`config.mk`:
```
export PLATFORM = sky130hd
export DESIGN_NAME = oneshot_pulse
export DESIGN_NICKNAME = d
export VERILOG_FILES = /design/src/rtl/oneshot_pkg.sv /design/src/rtl/oneshot_sync.sv /design/src/rtl/oneshot_trig.sv /design/src/rtl/oneshot_timer.sv /design/src/rtl/oneshot_pulse.sv
export SDC_FILE = /design/constraint.sdc
export NUM_CORES = 1
export LEC_CHECK = 0
export BUFFER_PORTS_ARGS = -buffer_cell sky130_fd_sc_hd__buf_2
export CAP_MARGIN = 10
export CORE_MARGIN = 2
export CORE_UTILIZATION = 40
export DETAILED_ROUTE_END_ITERATION = 6
export MAX_ROUTING_LAYER = met4
export PLACE_DENSITY = 0.64
export SLEW_MARGIN = 20
export SYNTH_ARGS = -nofsm -noshare
export SYNTH_HDL_FRONTEND = slang
export SYNTH_SLANG_ARGS = --single-unit
```
`constraint.sdc`:
```
create_clock -name clk_i -period 2.39 [get_ports clk_i]
set_input_delay 0.1195 -clock clk_i [delete_from_list [all_inputs] [get_ports clk_i]]
set_output_delay 0.1195 -clock clk_i [all_outputs]
set_load 0.01 [all_outputs]
```
`src/rtl/oneshot_pkg.sv`:
```
package oneshot_pkg;

  // synchronized input levels, in the order the synchronizer vector carries them
  typedef struct packed {
    logic fall_in;
    logic rise_in;
    logic clr_n;
  } lvl_t;

  localparam int unsigned NUM_IN = 3;

  // reset levels chosen so that the first real sample cannot look like a trigger:
  // fall input starts LOW (cannot fall), rise input starts HIGH (cannot rise),
  // clear starts asserted so triggering is blocked until it is synchronized
  localparam logic [NUM_IN-1:0] SYNC_RST = 3'b010;

  function automatic logic [31:0] floor_one(input logic [31:0] w);
    return (w == 32'd0) ? 32'd1 : w;
  endfunction

endpackage

```
`src/rtl/oneshot_sync.sv`:
```
module oneshot_sync #(
  parameter int unsigned         N      = 3,
  parameter int unsigned         STAGES = 2,
  parameter logic [N-1:0]        RST_VAL = '0
) (
  input  logic         clk_i,
  input  logic         rst_ni,
  input  logic [N-1:0] d_i,
  output logic [N-1:0] q_o
);

  for (genvar b = 0; b < N; b++) begin : g_bit
    logic [STAGES-1:0] chain_q;

    always_ff @(posedge clk_i or negedge rst_ni) begin
      if (!rst_ni) chain_q <= {STAGES{RST_VAL[b]}};
      else         chain_q <= {chain_q[STAGES-2:0], d_i[b]};
    end

    assign q_o[b] = chain_q[STAGES-1];
  end

endmodule

```
`src/rtl/oneshot_trig.sv`:
```
module oneshot_trig
  import oneshot_pkg::*;
(
  input  logic clk_i,
  input  logic rst_ni,
  input  lvl_t lvl_i,
  output logic fire_o
);

  lvl_t prev_q;

  // edge history keeps running while cleared, so edges seen then are consumed
  always_ff @(posedge clk_i or negedge rst_ni) begin
    if (!rst_ni) prev_q <= lvl_t'(SYNC_RST);
    else         prev_q <= lvl_i;
  end

  logic fall_edge, rise_edge;
  assign fall_edge = prev_q.fall_in & ~lvl_i.fall_in;
  assign rise_edge = ~prev_q.rise_in & lvl_i.rise_in;

  assign fire_o = lvl_i.clr_n &
                  ((fall_edge & lvl_i.rise_in) | (rise_edge & ~lvl_i.fall_in));

endmodule

```
`src/rtl/oneshot_timer.sv`:
```
module oneshot_timer
  import oneshot_pkg::*;
#(
  parameter int unsigned WIDTH_W = 8
) (
  input  logic               clk_i,
  input  logic               rst_ni,
  input  logic               fire_i,
  input  logic               clr_ni,
  input  logic [WIDTH_W-1:0] width_i,
  output logic [WIDTH_W-1:0] cnt_o,
  output logic               busy_o
);

  logic [WIDTH_W-1:0] cnt_q, cnt_d, load_val;

  assign load_val = (width_i == '0) ? WIDTH_W'(1) : width_i;

  always_comb begin
    cnt_d = cnt_q;
    if (!clr_ni)            cnt_d = '0;
    else if (fire_i)        cnt_d = load_val;
    else if (cnt_q != '0)   cnt_d = cnt_q - WIDTH_W'(1);
  end

  always_ff @(posedge clk_i or negedge rst_ni) begin
    if (!rst_ni) cnt_q <= '0;
    else         cnt_q <= cnt_d;
  end

  assign cnt_o  = cnt_q;
  assign busy_o = (cnt_q != '0);

endmodule

```
`src/rtl/oneshot_pulse.sv`:
```
module oneshot_pulse
  import oneshot_pkg::*;
#(
  parameter int unsigned WIDTH_W     = 8,
  parameter int unsigned SYNC_STAGES = 2
) (
  input  logic               clk_i,
  input  logic               rst_ni,
  input  logic               fall_trig_i,
  input  logic               rise_trig_i,
  input  logic               clear_ni,
  input  logic [WIDTH_W-1:0] width_i,
  output logic               pulse_o,
  output logic               pulse_no
);

  logic [NUM_IN-1:0]  raw_in, sync_out;
  lvl_t               lvl_s;
  logic               clr_s, fire_w, busy_w;
  logic [WIDTH_W-1:0] cnt_w;

  assign raw_in = {fall_trig_i, rise_trig_i, clear_ni};

  oneshot_sync #(
    .N      (NUM_IN),
    .STAGES (SYNC_STAGES),
    .RST_VAL(SYNC_RST)
  ) u_sync (
    .clk_i (clk_i),
    .rst_ni(rst_ni),
    .d_i   (raw_in),
    .q_o   (sync_out)
  );

  assign lvl_s = lvl_t'(sync_out);
  assign clr_s = lvl_s.clr_n;

  oneshot_trig u_trig (
    .clk_i (clk_i),
    .rst_ni(rst_ni),
    .lvl_i (lvl_s),
    .fire_o(fire_w)
  );

  oneshot_timer #(.WIDTH_W(WIDTH_W)) u_timer (
    .clk_i  (clk_i),
    .rst_ni (rst_ni),
    .fire_i (fire_w),
    .clr_ni (clr_s),
    .width_i(width_i),
    .cnt_o  (cnt_w),
    .busy_o (busy_w)
  );

  // clear gates the output one cycle ahead of the counter being zeroed
  assign pulse_o  = busy_w & clr_s;
  assign pulse_no = (cnt_w == '0) | ~clr_s;

endmodule

```
# Word level (Yosys, flattened, before mapping)
# Index checks and enable logic that the tools add are counted.
# Widths: inputs -> output; s select.
# word_totals
wordCells	26
mem_bits_ro	0
regBits	16
output_inout_bits	2
ram_bits	0
input_bits	13
mem_count	0
latch_bits	0
# op_classes
reduce_logical	3
add_sub_neg	1
magnitude_cmp	0
n_div	0
eq_ne	1
mul	0
shifts	0
bitwise	11
mux	4
# op_table
operator	count
$mux 8	4
$logic_not 8->1	2
$reduce_bool 8->1	1
$sub 8x1->8 const B	1
$and 1x1->1	6
$ne 3x3->1 const B	1
$not 1->1	3
$or 1x1->1	2

# Longest topological paths before layout
# logic_depth
depth_word	7
mapped_depth	5
depth_no_buf	5

# By module
# Synthesis repeated with hierarchy kept, for this count alone.
# hier_totals
hier_cells	72
hier_area_um2	778.2
# by_module_without_submodules
mod	seq_area_each_um2	area_each_um2	cells_per_inst	instances
oneshot_timer	200.2	498.0	54	1
oneshot_sync	152.6	175.2	9	1
oneshot_trig	51.3	78.8	5	1
oneshot_pulse	0.0	26.3	4	1

# Worst setup path before layout
# No wires, ideal clock.
# synth_path
kind	register to register
startpoint	reg u_timer.cnt_q[0] (netlist: u_timer.cnt_o[0])
endpoint	reg u_timer.cnt_q[7] (netlist: u_timer.cnt_o[7])
path_stages_with_launch	4
synth_period_minus_slack_ns	1.538
t_arrival_ns	1.456
required_ns	2.308
n_path_buf	0
setup_slack_ns	0.852
setup_ns	0.082
cell_sequence	dfrtp_1 or4_4 or3b_1 a31oi_1
# synth_via
elab_chain_len	4
word_cells_on_any_way	6
classes_between	add/sub (1); eq/ne (1); mux (3); reduce/logical (1)
# synth_lines
item	line	source
start: declaration	oneshot_timer.sv:15	logic [WIDTH_W-1:0] cnt_q, cnt_d, load_val;
start signal: assignment	oneshot_timer.sv:28	else cnt_q <= cnt_d;
$sub 8x1->8	oneshot_timer.sv:23	else if (cnt_q != '0) cnt_d = cnt_q - WIDTH_W'(1);
$mux 8	oneshot_timer.sv:23	
$mux 8	oneshot_timer.sv:22	else if (fire_i) cnt_d = load_val;
$mux 8	oneshot_timer.sv:21	if (!clr_ni) cnt_d = '0;
# Several ways; a longest one is shown, not always the timed one. The select of a mux whose other input is x is not followed.
# A chain may end at the register's enable or synchronous reset.

# Final worst setup path
# layout_path
startpoint	reg u_timer.cnt_q[4] (netlist: u_timer.cnt_o[4])
endpoint	reg u_timer.cnt_q[6] (netlist: u_timer.cnt_o[6])
# The elaborated chain is that of the path after synthesis.

==> results_dict.tcl <==
set metrics [dict create \
    status "finished clean" \
    max_slew_margin 0.580 \
    critPathMaxStageDelay_ps 570 \
    htree_levels 1 \
    setup_violations 0 \
    path_delay_family "simple AND/OR/NAND/NOR gates" \
    dp_hpwl_mm 1.07 \
    gr-usage-all-layers 0.162 \
    wl_met3_um 41 \
    startpoint_type "flip-flop" \
    required_ps 2530 \
    post_cts_resize_count 0 \
    grt_pass1_vias 571 \
    worstSetupPathType "flip-flop to flip-flop" \
    tightest_slew_ps 623 \
    ys_types 27 \
    muxShareOfSynthArea 0 \
    cp-end-kind "flip-flop" \
    final_util 0.519 \
    die_y_um 46.2 \
    min_path_type "input pin to flip-flop" \
    synth_fa_ha_area_frac 0.0351 \
    post-route-period-util 0.821 \
    synth.top_cell.area_share 0.456 \
    synth.net_count 78 \
    ys_ff_latch 16 \
    initial_core_util 0.418 \
    core_um2 1710 \
    async_flop_share 1.00 \
    port_buffers 14 \
    grt_setup_unrepaired "false" \
    critical_path_arrival_ps 2100 \
    cp_cell_sequence "nor4_1 > nand3_1 > o21ai_0 > a211oi_1" \
    postRouteAntennaNets 0 \
    clk_latency_ps 290 \
    wl_met2_um 704 \
    fin_ws_ps 428 \
    p_leak_nw 0.402 \
    cts_setup_buffers 0 \
    synthCells 63 \
    antenna_found_initial 0 \
    critPathSlowestCell "o21ai_0" \
    skew_ps 2.15 \
    fmax_mhz 510 \
    n_antenna_cell 0 \
    routedWlPerCell_um 12.5 \
    period_minus_slack_ps 1960 \
    maxCapViolCount 0 \
    synth_top_family_by_area "simple AND/OR/NAND/NOR gates" \
    dieArea_um2 2140 \
    synth_xor_area_frac 0.0614 \
    yosys.area.top_type "dfrtp_1" \
    synthSimpleGateAreaFrac 0.175 \
    path_clk_slew_ps 90 \
    cts_root_buf "clkbuf_4" \
    cts_tree "yes" \
    synth-warning-count 0 \
    place_ws_ps 443 \
    slew_violations 0 \
    hold_viol 0 \
    power_density_nw_per_um2 1100 \
    via_per_inst 5.25 \
    ctsHoldBuffers 4 \
    syn2layout_area_growth_pct 24.4 \
    crit_buf_inv 0 \
    io-pin-count 15 \
    grt_max_degree 17 \
    ys_seq_area_frac 0.567 \
    dr.pass1.iters 4 \
    drive_gt1_frac 0.262 \
    nNetsFinal 100 \
    clk_path_buf_depth 2 \
    path_max_fanout 5 \
    top_layer "met4" \
    final_area_um2 887 \
    clkSinkCount 16 \
    grt_overflow 0 \
    grt_pass1_wl_mm 2.32 \
    synthFlopType "dfrtp_1" \
    syn_area_um2 713 \
    setup_tns_ps 0 \
    synth_area_leaders "dfrtp_1 46%, dfstp_2 11%, a211oi_1 4.2%" \
    vias 572 \
    synth_compound_area_frac 0.140 \
    rows 15 \
    die_x_um 46.2 \
    place_congestion 0.818 \
    drc 0 \
    first_iter_violations 13 \
    met1Wirelength_um 603 \
    synth_edf_count 0 \
    dpl_cell_area_um2 811 \
    syn_avg_cell_area_um2 11.3 \
    max-vdd-ir-drop_v 0.000559 \
    cts_made_buffers 3 \
    routed_wl_mm 1.36 \
]
[state kept, by name (all words and copies together), names as in the netlist]
signal and count:
u_sync.g_bit.chain_q 6, u_timer.cnt_o 8, u_trig.prev_q 2
[area by class of cell]
cell class | count | area (µm²)
multi-input cells | 43 | 294
repair buffers | 18 | 110
flip-flops and latches | 16 | 404
inverters | 3 | 11.3
clock buffers | 4 | 36.3
well taps | 25 | 31.3
fillers | 154 | 821
[layer usage]
metal,vias to the layer above,global-route usage
met5,-,-
met3,2,0.0353
li1,272,-
met1,288,0.180
met4,0,0.0686
met2,10,0.275
[final timing paths]
kind                                                        end  slack [ps]                                 start  cells after the start
max in group asynchronous  u_sync.g_bit[1].chain_q[1]$_DFF_PN1_        1840                                rst_ni                      2
min                                u_timer.cnt_o[1]$_DFFE_PN0P_          90                            width_i[1]                      3
min reg2reg                u_sync.g_bit[2].chain_q[1]$_DFF_PN0_         360  u_sync.g_bit[2].chain_q[0]$_DFF_PN0_                      0
max                                u_timer.cnt_o[6]$_DFFE_PN0P_         430          u_timer.cnt_o[4]$_DFFE_PN0P_                      4
max reg2reg                        u_timer.cnt_o[6]$_DFFE_PN0P_         430          u_timer.cnt_o[4]$_DFFE_PN0P_                      4
min in group asynchronous          u_timer.cnt_o[3]$_DFFE_PN0P_         250                                rst_ni                      2
[layout by cell type (no fill, tap or decap), types with 2 or more instances in the layout]
cell | netlist | final
clkbuf_4 | 0 | 3
xnor2_1 | 3 | 3
o31ai_1 | 2 | 2
dfstp_2 | 3 | 3
ha_1 | 2 | 2
buf_2 | 0 | 14
dlygate4sd3_1 | 0 | 4
nand2_1 | 3 | 3
nand3_1 | 2 | 2
xor2_1 | 2 | 2
nor4_1 | 2 | 2
nor2_1 | 8 | 8
o21ai_0 | 2 | 2
dfrtp_1 | 13 | 13
a211oi_1 | 4 | 4
inv_1 | 3 | 3
[synth_stat cells (all sizes together), types with 2 or more instances]
cell / count
o31ai: 2
nand2: 3
dfstp: 3
nor4: 2
xnor2: 3
nor2: 8
ha: 2
inv: 3
xor2: 2
o21ai: 2
or4: 2
a211oi: 4
nand3: 2
dfrtp: 13
[logic make-up after synthesis]
group                      count (synthesis)
and+or+nand+nor                           22
DFF                                       16
adders and majority gates                  2
AOI/OAI and AO/OA                         14
buffers and inverters                      4
xor gates and xnor gates                   5
[power by group]
part	internal, mW	switching, mW	leakage [nW]
registers	0.337	0.0652	0.195
logic	0.193	0.197	0.186
clock network	0.0928	0.0869	0.0210
[tightest hold or removal path, cell delays in order]
cell      delay [ps]
buf_2            110
nand2_1           40
a21boi_0          70
[metrics by stage]
stage / total power, mW / instances / hold slack, ps
after floorplan: 0.692 / 63 / -176
after global placement: 0.775 / 101 / 45.3
after detailed placement: 0.797 / 101 / 45.5
after CTS: 0.983 / 109 / 81.8
after global routing: 1.05 / 109 / 102
final: 0.972 / 109 / 89.6
Power figures use the tool's default switching activity.
